$ cat src/rtl/eth_rx_judge_pkg.sv
package eth_rx_judge_pkg;
    localparam int REG_W      = 8;
    localparam int BIT_CRC    = 1;
    localparam int BIT_OVF    = 2;
    localparam int BIT_LONG   = 3;
    localparam int BIT_GOOD   = 4;
    localparam logic [REG_W-1:0] STAT_MASK =
        REG_W'((1 << BIT_CRC) | (1 << BIT_OVF) | (1 << BIT_LONG) | (1 << BIT_GOOD));

    typedef struct packed {
        logic good;
        logic too_long;
        logic ovf;
        logic crc;
    } verdict_t;
endpackage

$ cat src/rtl/eth_rx_frame_judge.sv
module eth_rx_frame_judge
    import eth_rx_judge_pkg::*;
#(
    parameter int MAX_LEN = 1518
) (
    input  logic     clk,
    input  logic     rst_n,
    input  logic     byte_vld,
    input  logic     frame_end,
    input  logic     crc_bad,
    input  logic     fifo_ovf,
    input  logic     accept_long,
    input  logic     accept_err,
    output logic     frame_keep,
    output logic     frame_drop,
    output verdict_t set_bits
);
    localparam int CNT_W = $clog2(MAX_LEN + 2);
    localparam logic [CNT_W-1:0] SAT = CNT_W'(MAX_LEN + 1);

    typedef struct packed {
        logic [CNT_W-1:0] cnt;
        logic             ovf;
    } judge_st_t;

    judge_st_t st_d, st_q;
    logic [CNT_W-1:0] len_now;
    logic ovf_now, is_long, bad_long, bad_crc, drop;

    always_comb begin
        len_now = st_q.cnt;
        if (byte_vld && st_q.cnt != SAT) len_now = st_q.cnt + 1'b1;
        ovf_now  = st_q.ovf | fifo_ovf;
        is_long  = len_now > CNT_W'(MAX_LEN);
        bad_long = is_long & ~accept_long;
        bad_crc  = crc_bad & ~accept_err;
        drop     = bad_long | bad_crc | ovf_now;

        frame_keep = frame_end & ~drop;
        frame_drop = frame_end & drop;

        set_bits.good     = frame_end & ~drop;
        set_bits.too_long = frame_end & bad_long;
        set_bits.ovf      = frame_end & ovf_now;
        set_bits.crc      = frame_end & bad_crc;

        st_d = st_q;
        if (frame_end) begin
            st_d.cnt = '0;
            st_d.ovf = 1'b0;
        end else begin
            st_d.cnt = len_now;
            st_d.ovf = ovf_now;
        end
    end

    always_ff @(posedge clk) begin
        if (!rst_n) st_q <= '0;
        else        st_q <= st_d;
    end

    p_one_verdict_r9: assert property (@(posedge clk) disable iff (!rst_n)
        !(frame_keep && frame_drop));
    p_verdict_only_at_end_r9: assert property (@(posedge clk) disable iff (!rst_n)
        !frame_end |-> !(frame_keep || frame_drop));
    p_crc_drops_r3: assert property (@(posedge clk) disable iff (!rst_n)
        (frame_end && crc_bad && !accept_err) |-> frame_drop);
    p_ovf_drops_r4: assert property (@(posedge clk) disable iff (!rst_n)
        (frame_end && fifo_ovf) |-> (frame_drop && set_bits.ovf));
    p_ovf_ends_r4: assert property (@(posedge clk) disable iff (!rst_n)
        frame_end |=> !st_q.ovf);
endmodule

$ cat src/rtl/eth_rx_irq_regs.sv
module eth_rx_irq_regs
    import eth_rx_judge_pkg::*;
(
    input  logic             clk,
    input  logic             rst_n,
    input  verdict_t         set_bits,
    input  logic             reg_addr,
    input  logic             reg_wr,
    input  logic [REG_W-1:0] reg_wdata,
    output logic [REG_W-1:0] reg_rdata,
    output logic             rx_irq
);
    typedef struct packed {
        logic [REG_W-1:0] status;
        logic [REG_W-1:0] enable;
    } regs_t;

    regs_t r_d, r_q;
    logic [REG_W-1:0] set_vec, clr_vec;

    always_comb begin
        set_vec           = '0;
        set_vec[BIT_GOOD] = set_bits.good;
        set_vec[BIT_LONG] = set_bits.too_long;
        set_vec[BIT_OVF]  = set_bits.ovf;
        set_vec[BIT_CRC]  = set_bits.crc;
        clr_vec = (reg_wr && !reg_addr) ? reg_wdata : '0;

        r_d = r_q;
        r_d.status = ((r_q.status & ~clr_vec) | set_vec) & STAT_MASK;
        if (reg_wr && reg_addr) r_d.enable = reg_wdata & STAT_MASK;

        reg_rdata = reg_addr ? r_q.enable : r_q.status;
        rx_irq    = |(r_q.status & r_q.enable);
    end

    always_ff @(posedge clk) begin
        if (!rst_n) r_q <= '0;
        else        r_q <= r_d;
    end

    p_set_wins_r6: assert property (@(posedge clk) disable iff (!rst_n)
        (set_vec != '0) |=> ((r_q.status & $past(set_vec)) == $past(set_vec)));
    p_sticky_r6: assert property (@(posedge clk) disable iff (!rst_n)
        !(reg_wr && !reg_addr) |=> ((r_q.status & $past(r_q.status)) == $past(r_q.status)));
    p_unused_zero_r8: assert property (@(posedge clk) disable iff (!rst_n)
        ((r_q.status | r_q.enable) & ~STAT_MASK) == '0);
    p_irq_needs_enable_r7: assert property (@(posedge clk) disable iff (!rst_n)
        (r_q.enable == '0) |-> !rx_irq);
endmodule

$ cat src/rtl/eth_rx_judge.sv
module eth_rx_judge
    import eth_rx_judge_pkg::*;
#(
    parameter int MAX_LEN = 1518
) (
    input  logic       clk,
    input  logic       rst_n,
    input  logic       byte_vld,
    input  logic       frame_end,
    input  logic       crc_bad,
    input  logic       fifo_ovf,
    input  logic       accept_long,
    input  logic       accept_err,
    output logic       frame_keep,
    output logic       frame_drop,
    input  logic       reg_addr,
    input  logic       reg_wr,
    input  logic [7:0] reg_wdata,
    output logic [7:0] reg_rdata,
    output logic       rx_irq
);
    verdict_t set_bits;

    eth_rx_frame_judge #(.MAX_LEN(MAX_LEN)) u_judge (
        .clk         (clk),
        .rst_n       (rst_n),
        .byte_vld    (byte_vld),
        .frame_end   (frame_end),
        .crc_bad     (crc_bad),
        .fifo_ovf    (fifo_ovf),
        .accept_long (accept_long),
        .accept_err  (accept_err),
        .frame_keep  (frame_keep),
        .frame_drop  (frame_drop),
        .set_bits    (set_bits)
    );

    eth_rx_irq_regs u_regs (
        .clk       (clk),
        .rst_n     (rst_n),
        .set_bits  (set_bits),
        .reg_addr  (reg_addr),
        .reg_wr    (reg_wr),
        .reg_wdata (reg_wdata),
        .reg_rdata (reg_rdata),
        .rx_irq    (rx_irq)
    );
endmodule

$ cat config.mk
export PLATFORM = sky130hd
export DESIGN_NAME = eth_rx_judge
export DESIGN_NICKNAME = d
export VERILOG_FILES = /design/src/rtl/eth_rx_judge_pkg.sv /design/src/rtl/eth_rx_frame_judge.sv /design/src/rtl/eth_rx_irq_regs.sv /design/src/rtl/eth_rx_judge.sv
export SDC_FILE = /design/constraint.sdc
export NUM_CORES = 1
export LEC_CHECK = 0
export BUFFER_PORTS_ARGS = -buffer_cell sky130_fd_sc_hd__buf_2
export CAP_MARGIN = 20
export CORE_ASPECT_RATIO = 1.2
export CORE_UTILIZATION = 30
export DETAILED_ROUTE_END_ITERATION = 10
export SLEW_MARGIN = 20
export SYNTH_ARGS = -nofsm -noshare
export SYNTH_HDL_FRONTEND = slang
export SYNTH_HIERARCHICAL = 1
export SYNTH_SLANG_ARGS = --single-unit
$ cat constraint.sdc
create_clock -name clk -period 3.7 [get_ports clk]
set_input_delay 0.37 -clock clk [delete_from_list [all_inputs] [get_ports clk]]
set_output_delay 0.37 -clock clk [all_outputs]
set_load 0.02 [all_outputs]
## Yosys cells after proc, flatten, opt, wreduce, memory -nomap -nowiden

Cells that the tools add are included.

- Register bits: 20
- Input bits: 18
- Word-level logic and storage cells: 34

- Add/subtract/negate cells: 1
- Magnitude comparators: 1
- Equality and inequality tests: 1
- Muxes and demuxes: 3
- Bitwise logic cells: 18
- Reductions and logical operators: 6

Operators by type and width:

| cell | count |
|---|---|
| adder 11 x 1 -> 11 bit (second input constant) | 1 |
| greater-than comparator 11 bit (second input constant) | 1 |
| two-way mux 11 bit | 1 |
| inequality test 11 bit (second input constant) | 1 |
| bitwise AND 5 bit | 2 |
| two-way mux 5 bit | 2 |
| OR reduction 8 bit | 1 |
| bitwise AND 1 bit | 7 |
| NOT 5 bit | 1 |
| OR 5 bit | 1 |
| NOT 1 bit | 4 |
| logical AND 1 bit | 3 |
| OR 1 bit | 3 |
| OR reduction 2 bit | 1 |
| zero test 1 bit | 1 |

## Logic depth before layout (Yosys ltp)

- Depth in word-level cells: 10
- Gate-level depth with buffers: 10
- Depth with buffers taken out: 8

## Modules after synthesis

Netlist, hierarchy kept.

Modules (own cells, without submodules):

| module | instances | cells each | area an instance (sq um) | sequential area each (sq um) |
|---|---|---|---|---|
| eth_rx_frame_judge | 1 | 109 | 893.4 | 240.2 |
| eth_rx_irq_regs | 1 | 48 | 467.9 | 160.2 |

## Worst setup path after synthesis

OpenSTA, ideal clock, no wires.

- Path kind: register to register
- Start point: register u_judge/st_q[7] (netlist name)
- End point: register u_regs/r_q[12] (netlist name)
- Data arrival time: 2.218 ns
- Required time: 3.626 ns
- Setup slack: 1.408 ns
- Cell stages (with the launch flop): 10
- Path buffers: 2
- Period minus slack after synthesis: 2.292 ns
- Path through: dfxtp_1 > buf_2 > nand4_2 > o41ai_2 > mux2_2 > a211oi_2 > o211a_1 > buf_4 > inv_1 > a31oi_1

- Longest elaborated chain between the ends: 10

Ends and longest elaborated chain:

| what | line | source |
|---|---|---|
| start, declared | eth_rx_frame_judge.sv:26 | `judge_st_t st_d, st_q;` |
| start signal, assigned | eth_rx_frame_judge.sv:59 | `else st_q <= st_d;` |
| parallel branches: the longest is 2 deep, another holds adder 11 x 1 -> 11 bit | n/a |  |
| two-way mux 11 bit (*) | eth_rx_frame_judge.sv:32 | `if (byte_vld && st_q.cnt != SAT) len_now = st_q.cnt + 1'b1;` |
| greater-than comparator 11 bit (*) | eth_rx_frame_judge.sv:34 | `is_long = len_now > CNT_W'(MAX_LEN);` |
| bitwise AND 1 bit (*) | eth_rx_frame_judge.sv:35 | `bad_long = is_long & ~accept_long;` |
| OR 1 bit (*) (2 in series) | eth_rx_frame_judge.sv:37 | `drop = bad_long \| bad_crc \| ovf_now;` |
| NOT 1 bit (*) | n/a |  |
| bitwise AND 1 bit (*) | n/a |  |
| named net frame_keep | eth_rx_judge.sv:14 | `output logic frame_keep,` |
| OR 5 bit (*) | eth_rx_irq_regs.sv:30 | `r_d.status = ((r_q.status & ~clr_vec) \| set_vec) & STAT_MASK;` |
| end signal, assigned | eth_rx_irq_regs.sv:39 | `else r_q <= r_d;` |
| end, declared | eth_rx_irq_regs.sv:18 | `regs_t r_d, r_q;` |

Mark *: on every way through the listed nets, which the timed path passes.
A chain may end at the register's enable or synchronous reset.

## Worst setup path in the final report

- Start point: register u_judge/st_q[1] (netlist name)
- End point: output frame_keep

- Longest elaborated chain between the ends: 9

Ends and longest elaborated chain:

| what | line | source |
|---|---|---|
| parallel branches: the longest is 2 deep, another holds adder 11 x 1 -> 11 bit | n/a |  |
| two-way mux 11 bit (*) | eth_rx_frame_judge.sv:32 |  |
| greater-than comparator 11 bit (*) | eth_rx_frame_judge.sv:34 |  |
| bitwise AND 1 bit (*) | eth_rx_frame_judge.sv:35 |  |
| OR 1 bit (*) (2 in series) | eth_rx_frame_judge.sv:37 |  |
| NOT 1 bit (*) | eth_rx_frame_judge.sv:39 | `frame_keep = frame_end & ~drop;` |
| bitwise AND 1 bit (*) | eth_rx_frame_judge.sv:39 |  |
| end, declared | eth_rx_judge.sv:14 |  |

Mark *: on every way between the ends.

==> run_results.csv <==
group,metric,value,unit
final_layout,nets,188,
route,drt_wl_total,2660,µm
yosys,synth_area_per_cell,8.67,µm²
die,initial_core_util,0.317,
yosys,async_flop_share,0,
sta,fmax,327,MHz
pwr,max-vdd-ir-drop,0.000189,V
cts,cts_max_level,1,
sta,min_period,3060,ps
worst_setup_path,cp.required,3330,ps
yosys,synth_area_leaders,"dfxtp_1 29%, o21ai_2 5.1%, nand4_1 4.6%",
sta,finalCritPeriodShare,0.828,
worst_setup_path,slowest_stage,"dfxtp_1",
worst_setup_path,cp-end-kind,"output pin",
placement,place_hpwl,1960,µm
die,rows,26,
cts,ctsHoldBuffers,0,
yosys,yosysMostFrequentCell,"dfxtp_1",
placement,io_buffer_count,20,
route,drc,0,
cts,ctsResizeCount,0,
final_layout,multi_input_area,831,µm²
sta,max_slew_margin,0.660,
die,die_y,75.8,µm
placement,gp_congestion,0.803,
grt,antenna_found_initial,0,
yosys,synth_cells,157,
pwr,p_leak,0.571,nW
route,viasPerCell,4.98,
route,via_count,1115,
yosys,ys.flop_type,"dfxtp_1",
final_layout,fill_cells,467,
final_layout,regArea,400,µm²
sta,tightest_slew,497,ps
route,initialDrtViolationCount,40,
worst_setup_path,worst_ep_arrival_time,2690,ps
grt,grt_max_degree,14,
worst_setup_path,critPathMaxFanout,10,
cts,cts.sinks,20,
die,ios,29,
yosys,ys_types,49,
cts,clock_latency,260,ps
yosys,ys_ff_latch,20,
worst_setup_path,start_kind,"register",
yosys,synth-edff-count,0,
final_layout,syn_to_final_growth,9.47,%
cts,clk_pin_slew,80,ps
status,status,"finished, final reports clean",
yosys,syn-cell-area,1360,µm²
cts,cts_root_buffer,"clkbuf_8",
die,dieWidth,63.5,µm
yosys,synthTopCellsByCount,"20 x dfxtp_1, 12 x nor2_1, 11 x nand2_1, 10 x nand4_1, 9 x inv_1",
yosys,yosysTopAreaCell,"dfxtp_1",
cts,post-cts-setup-buffers,0,
worst_setup_path,setup.worst_path.class,"register to output pin",
pwr,total_power,455,µW
sta,hold_ws,296,ps
worst_setup_path,path_cells,"ha_1, nand3_1, o41ai_2, mux2_2, a211oi_2, o211a_1, buf_2",
worst_hold_path,hold_class,"input pin to register",
final_layout,finalInstanceArea,1490,µm²
grt,grtUsageTotal,0.126,
route,ant_nets,0,
job,max-cap-violations,0,
yosys,yosys_warnings,6,
placement,dpl_cell_area,1440,µm²
sta,tns,0,ps
sta,hold_viol_final,0,
sta,slew_viol_final,0,
cts,clockBufferDepth,2,
cts,cts_tree,"done",
route,firstDrtPassIters,4,
grt,grt_pass1_vias,1087,
yosys,synth.top_cell.area_share,0.294,
sta,setup_viol,0,
grt,grt_pass1_wl,4790,µm
die,die_area,4810,µm²
grt,grt-ovfl-total,0,
final_layout,n_antenna_cell,0,
sta,rsz0062_at_grt,"no",
yosys,yosysSeqAreaShare,0.294,
final_layout,drive_above_1_share,0.298,
worst_setup_path,cpPeakStageDelay,490,ps
cts,cts_buffers,3,
route,post_drt_wl_per_cell,11.9,µm
sta,skew,4.52,ps
pwr,power_density,306,nW/µm²
die,core,4290,µm²
-- kinds of logic (layout without fill, tap and decap cells) --
group / after synthesis / in the layout / synth area share
flip-flops: 20 / 20 / 0.294
other: 1 / 4 / 0.00275
buffers and inverters: 25 / 33 / 0.104
XOR/XNOR: 7 / 7 / 0.0450
adder cells (fa/ha/maj): 1 / 1 / 0.00919
AND/OR/NAND/NOR: 59 / 59 / 0.251
multiplexers: 5 / 5 / 0.0524
AO/OA/AOI/OAI: 39 / 39 / 0.242
-- critical path: cells and delay by family, from the launching register on --
kind / cells / cell delay, ps
muxes: 1 / 430
and+or+nand+nor: 1 / 130
buffers and inverters: 1 / 180
AOI/OAI and AO/OA: 3 / 780
adders and majority gates: 1 / 420
DFF: 1 / 490
-- state kept, by name (all words and copies together), names as in the netlist --
signal        flops
u_judge/st_q     12
u_regs/r_q        8
-- per-layer routing --
metal  vias to the layer above  part of all wire  global-route usage  routed length (µm)
met5                         -                 0                   0                   0
met4                         0             0.014              0.0581                  38
met3                         4             0.030              0.0195                  80
met2                        20              0.48               0.215                1270
met1                       513              0.48               0.157                1280
li1                        578                 -                   -                   -
-- cells in the final DEF, fill, tap and decap left out, types with 2 or more instances in the layout --
master	netlist	routed
inv_1	9	9
dfxtp_1	20	20
nand2b_1	2	2
buf_2	5	20
o22ai_1	2	2
a22oi_1	2	2
nor2_1	12	12
o31ai_1	2	2
nand2_1	11	11
a21oi_1	5	5
o21a_1	2	2
xnor2_1	3	3
nor2b_1	2	2
clkbuf_8	0	4
nand4_1	10	10
xor2_1	4	4
nand3_1	5	5
o21ai_0	2	2
mux2_4	4	4
nor3b_1	2	2
nor3_1	4	4
conb_1	1	4
o21ai_2	8	8
a31oi_1	4	4
a211oi_2	3	3
-- worst paths after layout --
kind	start	depth (start not counted)	endpoint	slack, ps
worst min register to register	u_regs/r_q[3]	2	u_regs/r_q[3]	480
worst max register to register	u_judge/st_q[1]	8	u_regs/r_q[11]	1180
worst max-delay path	u_judge/st_q[1]	7	frame_keep	640
worst min-delay path	reg_wdata[4]	2	u_regs/r_q[12]	300
-- final cells by class --
| class | instances | share of cell area |
|---|---|---|
| clock buffers | 4 | 0.0369 |
| well taps | 56 | 0.0470 |
| inverters | 9 | 0.0227 |
| flip-flops and latches | 20 | 0.269 |
| multi-input cells | 115 | 0.558 |
| repair buffers | 20 | 0.0672 |
-- stage by stage --
stage               instances   util  setup slack [ps]
floorplan                 160      -              1410
global placement          220  0.334               906
detailed placement        220  0.334               897
CTS                       224  0.347               593
global route              224  0.347               395
finish                    224  0.347               638
-- power breakdown --
group / leakage [nW] / internal [mW] / switching (mW)
sequential: 0.162 / 0.221 / 0.00534
clock: 0.0288 / 0.0948 / 0.0760
combinational: 0.380 / 0.0237 / 0.0349
total: 0.571 / 0.339 / 0.116
(Power assumes the default switching activity.)
